## src/rtl/mc_ctrl_pkg.sv

```systemverilog
package mc_ctrl_pkg;

    localparam int STATE_W = 4;

    typedef enum logic [STATE_W-1:0] {
        ST_FETCH  = 4'd0,
        ST_DECODE = 4'd1,
        ST_ADDR   = 4'd2,
        ST_MEMRD  = 4'd3,
        ST_LDWB   = 4'd4,
        ST_MEMWR  = 4'd5,
        ST_EXEC   = 4'd6,
        ST_RWB    = 4'd7,
        ST_BRANCH = 4'd8,
        ST_JUMP   = 4'd9
    } ctrl_state_e;

    typedef enum logic [1:0] {
        ALU_ADD   = 2'b00,
        ALU_SUB   = 2'b01,
        ALU_FUNCT = 2'b10
    } alu_class_e;

    typedef enum logic [1:0] {
        PCS_ALU    = 2'b00,
        PCS_TARGET = 2'b01,
        PCS_JUMP   = 2'b10
    } pc_src_e;

    typedef struct packed {
        logic       pc_wr;
        logic       pc_wr_cond;
        logic       addr_sel;
        logic       mem_rd;
        logic       mem_wr;
        logic       ir_wr;
        logic       mem_to_reg;
        logic       reg_wr;
        logic       reg_dst;
        logic       alu_a_sel;
        logic [1:0] alu_b_sel;
        logic [1:0] alu_op;
        logic [1:0] pc_src;
    } ctrl_word_t;

endpackage

```

## src/rtl/mc_ctrl_next.sv

```systemverilog
module mc_ctrl_next
    import mc_ctrl_pkg::*;
#(
    parameter int                OPC_W     = 6,
    parameter logic [OPC_W-1:0]  OPC_LOAD  = 6'b100011,
    parameter logic [OPC_W-1:0]  OPC_STORE = 6'b101011,
    parameter logic [OPC_W-1:0]  OPC_RTYPE = 6'b000000,
    parameter logic [OPC_W-1:0]  OPC_BRAN  = 6'b000100,
    parameter logic [OPC_W-1:0]  OPC_JUMP  = 6'b000010
) (
    input  logic             clk,
    input  logic             rst,
    input  logic [OPC_W-1:0] opcode,
    output ctrl_state_e      state
);

    ctrl_state_e state_q;
    ctrl_state_e state_d;

    // next-state selection; opcode consulted only at the two dispatch points
    always_comb begin
        state_d = ST_FETCH;
        unique case (state_q)
            ST_FETCH:  state_d = ST_DECODE;
            ST_DECODE: begin
                if (opcode == OPC_LOAD || opcode == OPC_STORE)
                    state_d = ST_ADDR;
                else if (opcode == OPC_RTYPE)
                    state_d = ST_EXEC;
                else if (opcode == OPC_BRAN)
                    state_d = ST_BRANCH;
                else if (opcode == OPC_JUMP)
                    state_d = ST_JUMP;
                else
                    state_d = ST_FETCH;
            end
            ST_ADDR:   state_d = (opcode == OPC_LOAD) ? ST_MEMRD : ST_MEMWR;
            ST_MEMRD:  state_d = ST_LDWB;
            ST_EXEC:   state_d = ST_RWB;
            ST_LDWB,
            ST_MEMWR,
            ST_RWB,
            ST_BRANCH,
            ST_JUMP:   state_d = ST_FETCH;
            default:   state_d = ST_FETCH;
        endcase
    end

    always_ff @(posedge clk) begin
        if (rst) state_q <= ST_FETCH;
        else     state_q <= state_d;
    end

    assign state = state_q;

    // reset lands in fetch
    assert_reset_fetch_R1: assert property (@(posedge clk)
        rst |=> state_q == ST_FETCH);

    // fetch always proceeds to decode
    assert_fetch_to_decode_R2: assert property (@(posedge clk) disable iff (rst)
        state_q == ST_FETCH |=> state_q == ST_DECODE);

    // memory read is followed by load write-back
    assert_memrd_to_ldwb_R4: assert property (@(posedge clk) disable iff (rst)
        state_q == ST_MEMRD |=> state_q == ST_LDWB);

    // execute is followed by register write-back
    assert_exec_to_rwb_R6: assert property (@(posedge clk) disable iff (rst)
        state_q == ST_EXEC |=> state_q == ST_RWB);

    // branch and jump finish in one state
    assert_short_tail_R7_R8: assert property (@(posedge clk) disable iff (rst)
        (state_q == ST_BRANCH || state_q == ST_JUMP) |=> state_q == ST_FETCH);

    // unlisted opcode in decode returns to fetch
    assert_unknown_opc_R9: assert property (@(posedge clk) disable iff (rst)
        (state_q == ST_DECODE && opcode != OPC_LOAD && opcode != OPC_STORE &&
         opcode != OPC_RTYPE && opcode != OPC_BRAN && opcode != OPC_JUMP)
        |=> state_q == ST_FETCH);

endmodule

```

## src/rtl/mc_ctrl_decode.sv

```systemverilog
module mc_ctrl_decode
    import mc_ctrl_pkg::*;
(
    input  ctrl_state_e state,
    output ctrl_word_t  ctl
);

    always_comb begin
        ctl = '0;
        unique case (state)
            ST_FETCH: begin
                ctl.mem_rd    = 1'b1;
                ctl.ir_wr     = 1'b1;
                ctl.pc_wr     = 1'b1;
                ctl.alu_b_sel = 2'b01;
                ctl.alu_op    = ALU_ADD;
                ctl.pc_src    = PCS_ALU;
            end
            ST_DECODE: begin
                ctl.alu_b_sel = 2'b11;
                ctl.alu_op    = ALU_ADD;
            end
            ST_ADDR: begin
                ctl.alu_a_sel = 1'b1;
                ctl.alu_b_sel = 2'b10;
                ctl.alu_op    = ALU_ADD;
            end
            ST_MEMRD: begin
                ctl.mem_rd   = 1'b1;
                ctl.addr_sel = 1'b1;
            end
            ST_LDWB: begin
                ctl.reg_wr     = 1'b1;
                ctl.mem_to_reg = 1'b1;
            end
            ST_MEMWR: begin
                ctl.mem_wr   = 1'b1;
                ctl.addr_sel = 1'b1;
            end
            ST_EXEC: begin
                ctl.alu_a_sel = 1'b1;
                ctl.alu_b_sel = 2'b00;
                ctl.alu_op    = ALU_FUNCT;
            end
            ST_RWB: begin
                ctl.reg_wr  = 1'b1;
                ctl.reg_dst = 1'b1;
            end
            ST_BRANCH: begin
                ctl.pc_wr_cond = 1'b1;
                ctl.alu_a_sel  = 1'b1;
                ctl.alu_op     = ALU_SUB;
                ctl.pc_src     = PCS_TARGET;
            end
            ST_JUMP: begin
                ctl.pc_wr  = 1'b1;
                ctl.pc_src = PCS_JUMP;
            end
            default: ctl = '0;
        endcase
    end

endmodule

```

## src/rtl/mc_ctrl_fsm.sv

```systemverilog
module mc_ctrl_fsm
    import mc_ctrl_pkg::*;
#(
    parameter int                OPC_W     = 6,
    parameter logic [OPC_W-1:0]  OPC_LOAD  = 6'b100011,
    parameter logic [OPC_W-1:0]  OPC_STORE = 6'b101011,
    parameter logic [OPC_W-1:0]  OPC_RTYPE = 6'b000000,
    parameter logic [OPC_W-1:0]  OPC_BRAN  = 6'b000100,
    parameter logic [OPC_W-1:0]  OPC_JUMP  = 6'b000010
) (
    input  logic             clk,
    input  logic             rst,
    input  logic [OPC_W-1:0] opcode,
    output logic             pc_wr,
    output logic             pc_wr_cond,
    output logic             addr_sel,
    output logic             mem_rd,
    output logic             mem_wr,
    output logic             ir_wr,
    output logic             mem_to_reg,
    output logic             reg_wr,
    output logic             reg_dst,
    output logic             alu_a_sel,
    output logic [1:0]       alu_b_sel,
    output logic [1:0]       alu_op,
    output logic [1:0]       pc_src
);

    ctrl_state_e state;
    ctrl_word_t  ctl;

    mc_ctrl_next #(
        .OPC_W     (OPC_W),
        .OPC_LOAD  (OPC_LOAD),
        .OPC_STORE (OPC_STORE),
        .OPC_RTYPE (OPC_RTYPE),
        .OPC_BRAN  (OPC_BRAN),
        .OPC_JUMP  (OPC_JUMP)
    ) u_next (
        .clk    (clk),
        .rst    (rst),
        .opcode (opcode),
        .state  (state)
    );

    mc_ctrl_decode u_dec (
        .state (state),
        .ctl   (ctl)
    );

    assign pc_wr      = ctl.pc_wr;
    assign pc_wr_cond = ctl.pc_wr_cond;
    assign addr_sel   = ctl.addr_sel;
    assign mem_rd     = ctl.mem_rd;
    assign mem_wr     = ctl.mem_wr;
    assign ir_wr      = ctl.ir_wr;
    assign mem_to_reg = ctl.mem_to_reg;
    assign reg_wr     = ctl.reg_wr;
    assign reg_dst    = ctl.reg_dst;
    assign alu_a_sel  = ctl.alu_a_sel;
    assign alu_b_sel  = ctl.alu_b_sel;
    assign alu_op     = ctl.alu_op;
    assign pc_src     = ctl.pc_src;

    // decode is free of side effects
    assert_decode_quiet_R3: assert property (@(posedge clk) disable iff (rst)
        state == ST_DECODE |-> !(pc_wr || pc_wr_cond || mem_rd || mem_wr || ir_wr || reg_wr));

    // exclusive write strobes
    assert_write_excl_R11: assert property (@(posedge clk) disable iff (rst)
        $onehot0({mem_wr, reg_wr, pc_wr | pc_wr_cond}));

    // no simultaneous memory read and write
    assert_mem_rw_excl_R11: assert property (@(posedge clk) disable iff (rst)
        !(mem_rd && mem_wr));

    // reserved ALU class never driven
    assert_alu_class_R11: assert property (@(posedge clk) disable iff (rst)
        alu_op != 2'b11);

    // a memory write is followed by fetch
    assert_store_ends_R5: assert property (@(posedge clk) disable iff (rst)
        mem_wr |=> ir_wr);

endmodule

```

## config.mk

```make
export PLATFORM = sky130hd
export DESIGN_NAME = mc_ctrl_fsm
export DESIGN_NICKNAME = d
export VERILOG_FILES = /design/src/rtl/mc_ctrl_pkg.sv /design/src/rtl/mc_ctrl_next.sv /design/src/rtl/mc_ctrl_decode.sv /design/src/rtl/mc_ctrl_fsm.sv
export SDC_FILE = /design/constraint.sdc
export NUM_CORES = 1
export LEC_CHECK = 0
export BUFFER_PORTS_ARGS = -buffer_cell sky130_fd_sc_hd__buf_2
export CORE_AREA = 5 5 42 44
export DETAILED_ROUTE_END_ITERATION = 10
export DIE_AREA = 0 0 47 49
export GPL_TIMING_DRIVEN = 1
export PLACE_DENSITY_LB_ADDON = 0.25
export SETUP_SLACK_MARGIN = 0.5
export SLEW_MARGIN = 10
export SYNTH_ARGS = -nofsm -noshare
export SYNTH_HDL_FRONTEND = slang
export SYNTH_SLANG_ARGS = --single-unit
export TNS_END_PERCENT = 1
```

## constraint.sdc

```tcl
create_clock -name clk -period 1.6 [get_ports clk]
set_clock_uncertainty 0.05 [all_clocks]
set_input_delay 0.08 -clock clk [delete_from_list [all_inputs] [get_ports clk]]
set_output_delay 0.08 -clock clk [all_outputs]
set_load 0.05 [all_outputs]
```

# Yosys cells after proc, flatten, opt, wreduce, memory -nomap -nowiden
# Cells that the tools add are included.
[op_classes]
n_eq_ne = 13
mux = 19
n_reduce_logical = 8
[ops]
columns = ["cell", "n"]
rows = [
  ["4-bit one-hot mux with 5 select lines", 1],
  ["4-bit by 3-bit equality test with 1-bit output (second input constant)", 4],
  ["4-bit two-way mux", 4],
  ["6-bit equality test (second input constant)", 2],
  ["1-bit two-way mux", 10],
  ["4-bit by 2-bit equality test with 1-bit output (second input constant)", 2],
  ["4-bit equality test (second input constant)", 2],
  ["2-bit one-hot mux with 2 select lines", 2],
  ["2-bit OR reduction", 4],
  ["6-bit by 2-bit equality test with 1-bit output (second input constant)", 1],
  ["6-bit by 3-bit equality test with 1-bit output (second input constant)", 1],
  ["6-bit zero test", 1],
  ["2-bit one-hot mux with 3 select lines", 1],
  ["4-bit by 1-bit equality test with 1-bit output (second input constant)", 1],
  ["4-bit zero test", 1],
  ["3-bit two-way mux", 1],
  ["3-bit OR reduction", 1],
  ["1-bit logical OR", 1],
]
[totals]
reg_bits = 4
inputBits = 8
output_inout_bits = 16
word_cells = 41

# Longest topological paths before layout
[logic_depth]
depth_word = 6
mapped_depth = 6
ltp_nobuf = 4

# Hierarchy
# From an unflattened synthesis, not the netlist that was laid out.
[unflattened]
hier_cells = 55
area_unflattened_um2 = 440.4
[modules_own_cells]
columns = ["mod", "instances", "cells_each", "area_each_um2", "seq_area_each_um2"]
rows = [
  ["mc_ctrl_next", 1, 28, 237.7, 80.1],
  ["mc_ctrl_decode", 1, 27, 202.7, 0.0],
]

# Least setup slack after synthesis
# Ideal clock, no wire load.
[synth_path]
kind = "register to output"
startpoint = "register u_next.state_q[1], in the netlist u_next.state[1]"
endpoint = "output pc_src[0]"
arrival_time_ns = 1.901
required_ns = 1.470
path_slack_ns = -0.431
path_stages_with_launch = 6
n_path_buf = 3
cell_sequence = "dfxtp_1 -> clkbuf_1 -> or2_2 -> clkbuf_1 -> nor2_1 -> buf_4"
[synth_via]
elab_chain_len = 2
elab_cells_between_ends = 3
cone_classes = "eq/ne: 2; mux: 1"
[synth_rtl]
columns = ["item", "line_no", "text"]
rows = [
  ["start: declaration", "mc_ctrl_next.sv:17", "ctrl_state_e state_q;"],
  ["start signal: assignment", "mc_ctrl_next.sv:51", "else state_q <= state_d;"],
  ["4-bit equality test", "mc_ctrl_decode.sv:10", "unique case (state)"],
  ["2-bit one-hot mux with 2 select lines (*)", "mc_ctrl_decode.sv:10", ""],
  ["end: declaration", "mc_ctrl_fsm.sv:26", "output logic [1:0] pc_src"],
]
# Mark *: on every way between the ends. The rest lies on a longest branch, timed or not.

# Final worst setup path
[layout_path]
startpoint = "register u_next.state_q[2], in the netlist u_next.state[2]"
endpoint = "output alu_a_sel"
[layout_via]
elab_chain_len = 3
elab_cells_between_ends = 5
cone_classes = "eq/ne: 3; mux: 1; reduce/logical: 1"
[layout_rtl]
columns = ["item", "line_no", "text"]
rows = [
  ["4-bit by 3-bit equality test with 1-bit output (tied with other cells)", "mc_ctrl_decode.sv:10", ""],
  ["3-bit OR reduction (no line) (*)", "n/a", ""],
  ["1-bit two-way mux (*)", "mc_ctrl_decode.sv:10", ""],
  ["end: declaration", "mc_ctrl_fsm.sv:23", "output logic alu_a_sel,"],
]
# Marked as above.

==> metrics.md <==
| Metric | Value |
|---|---|
| Worst reg2reg setup slack | `0.31 ns` |
| Status | `completed` |
| Hold buffer count at CTS | `0` |
| Antenna-violating nets left | `0` |
| Seq/Total Area, Yosys | `a little over a fifth` |
| RSZ-0062 raised after global routing | `yes` |
| Setup violations, final | `0` |
| Top post-synthesis cells by count | `nor2_1, a21oi_1, dfxtp_1, nand2_1, nand2b_1` |
| Final wirelength | `1170 um` |
| Top layer in use | `met4` |
| HP Class | `input port to flop` |
| Vias | `~490` |
| Die width | `47 um` |
| Slew headroom | `79.5%` |
| Fillers | `143` |
| Post-DR wirelength/cell | `11.6 um` |
| Placed instance area | `around 590 sq um` |
| Metal-1 WL | `481 um` |
| Insertion delay to the later sink of the worst-skew pair | `0.24 ns` |
| Critical Path AT | `1.32 ns` |
| Syn-to-layout area delta | `87.1%` |
| Root Buffer | `clkbuf_4` |
| Worst r2r src | `u_next.state[3]` |
| Worst min-delay path startpoint | `rst` |
| Maximum Capacitance Violations | `0` |
| 1st-iter DRT viols | `2` |
| Remaining DRCs | `0` |
| Leak | `0.279 nW` |
| Max reg flops | `4` |
| Effective utilization at floorplan | `27.0%` |
| Die ar. | `0.00230 sq mm` |
| Grt total ovfl | `0` |
| Global-route wire length before repair | `between 1500 and 2000 um` |
| Worst setup SP type | `flop` |
| Design area | `about 700 sq um` |
| Buffers on Ports | `23` |
| Synth top area share | `a little over a fifth` |
| Max frequency | `689 MHz` |
| Final nets | `95` |
| Met2 WL post-DR | `570 um` |
| End of the worst hold path | `u_next.state[3]` |
| Row cnt | `14` |
| I/O pins | `24` |
| Core Area | `0.00140 sq mm` |
| Layout cells sized above 1 | `70.6%` |
| EDFF count, synth | `0` |
| DRT Pass-1 Iters | `2` |
| Syn_area_per_cell | `about 6.5 sq um` |
| Post-synth top area cell | `dfxtp_1` |
| Vert. Die Dim | `49 um` |
| H-tree Lvls | `1` |
| Post-DP HPWL | `939 um` |
| Yosys warnings | `0` |
| WP data required | `1.47 ns` |
| Clk slew on worst S/H paths | `0.04 ns` |
| Routability cong. | `0.737` |
| Worst vdd ir | `405 uV` |
| Worst-Margin Slew | `roughly 0.30 ns` |
| Final Hold Viols | `0` |
| # diodes | `0` |
| Critical Path Fanout Max | `3` |
| Vias in the first global route | `about 470` |
| Synth Instances | `58` |
| Flops & latches, synth | `4` |
| Hold path depth | `3` |
| Setup CP Type | `flop to primary output` |
| TritonCTS Buffers | `3` |
| Pwr dens | `a little over 500 mW/mm^2` |
| Synth unique cells | `27` |
| Worst Setup End Kind | `primary output` |
| Area of the multi-input gates | `360 sq um` |
| Worst-case reg-to-reg path depth | `3` |
| Netlist Area Pre-Place | `between 300 and 400 sq um` |
| Final slew viol count | `0` |
| Vias per cell | `4.87` |
| Most common cell in the synthesized netlist | `nor2_1` |
| Post-route setup TNS | `0 ns` |
| TritonCTS Sinks | `4` |
| Top area cells in the synthesized netlist | `dfxtp_1, nor2_1, a21oi_1` |
| Async SR Flop Fraction | `0%` |
| CTS tree | `done` |
| Final Cycle Share | `90.8%` |
| Met3 Wirelength | `76 um` |
| Net count after synthesis | `66` |
| Top_reg_cell synth | `dfxtp_1` |
| Tot GR Track Use | `~11%` |
| Largest net degree at the start of global routing | `10` |
| Initial antenna violation count | `0` |
| Worst R2R End | `u_next.state[3]` |
| Final worst path period need | `1.45 ns` |
| Register area | `between 80 and 90 sq um` |
| Clock buffer depth | `2` |
-- routing by layer --
layer / vias to the layer above / GRT usage [%]
met5: - / 0
met4: 0 / 9.68
met3: 4 / 2.58
met2: 17 / 17.2
met1: 214 / 11.8
li1: 257 / -
-- worst max-delay path, stage by stage, from the launching register on --
cell and delay [ns]:
dfxtp_2 0.32, buf_6 0.12, inv_4 0.05, nand2_4 0.04
or2_4 0.25, a21oi_4 0.14, buf_6 0.17
-- cells in the final DEF (no fill, tap or decap), drive strengths merged --
master and count:
nand2b 4, o21ai 1, a21oi 6, nor2 11
inv 1, and3b 1, nor4 1, nor3 3
or2 3, o31ai 1, or3 1, buf 30
a211o 2, or4 2, nand3 1, xnor2 2
a31oi 1, o22ai 1, dfxtp 4, nor3b 1
nand2 4, clkbuf 3, nor2b 1
-- how the worst max path moves through the flow --
| stage | slack, ns | end | start | depth (start not counted) |
|---|---|---|---|---|
| 2_1_floorplan | 0.17 | pc_src[0] | u_next.state[0] | 5 |
| 3_3_place_gp | 0.15 | u_next.state[1] | u_next.state[2] | 4 |
| 3_5_place_dp | 0.11 | u_next.state[1] | u_next.state[2] | 4 |
| 4_1_cts | 0.14 | alu_a_sel | u_next.state[2] | 6 |
| 5_1_grt | 0.1 | alu_a_sel | u_next.state[2] | 6 |
| 6_report | 0.15 | alu_a_sel | u_next.state[2] | 6 |
-- cell type report --
| cell class | count | share of cell area (%) |
|---|---|---|
| tap | 16 | 2.83 |
| timing repair buffer | 30 | 29.7 |
| sequential | 4 | 12.4 |
| inverter | 1 | 0.885 |
| multi-input combinational | 47 | 51.0 |
| clock buffer | 3 | 3.19 |
-- report_power, final --
group          internal [mW]  switching, mW
clock                 0.0840         0.0429
sequential             0.102        0.00496
combinational         0.0476         0.0790
total                  0.234          0.127
-- through the flow --
stage	setup WS, ns	power (mW)	utilization, %	std cells	hold WS (ns)
floorplan	0.167	0.199	-	58	0.186
global placement	0.149	0.223	42.1	96	0.319
global route	0.0989	0.382	50.4	101	0.0836
finish	0.148	0.360	50.4	101	0.0722
detailed placement	0.114	0.224	42.1	96	0.312
CTS	0.135	0.359	47.2	100	0.0665
-- logic make-up (layout without fill, tap and decap cells) --
kind of cell / count (synthesis) / count (layout) / share of synthesized area [%]
AND/OR/NAND/NOR: 33 / 33 / 45.0
buffers and inverters: 7 / 34 / 8.94
XOR/XNOR: 2 / 2 / 4.64
AO/OA/AOI/OAI: 12 / 12 / 20.2
flip-flops: 4 / 4 / 21.2
-- repair_timing --
action,4_1_cts,5_1_grt
setup endpoints to repair,20,20
setup buffers,1,1
pin swaps,0,3
resized for setup,19,10
(Power assumes the default switching activity.)
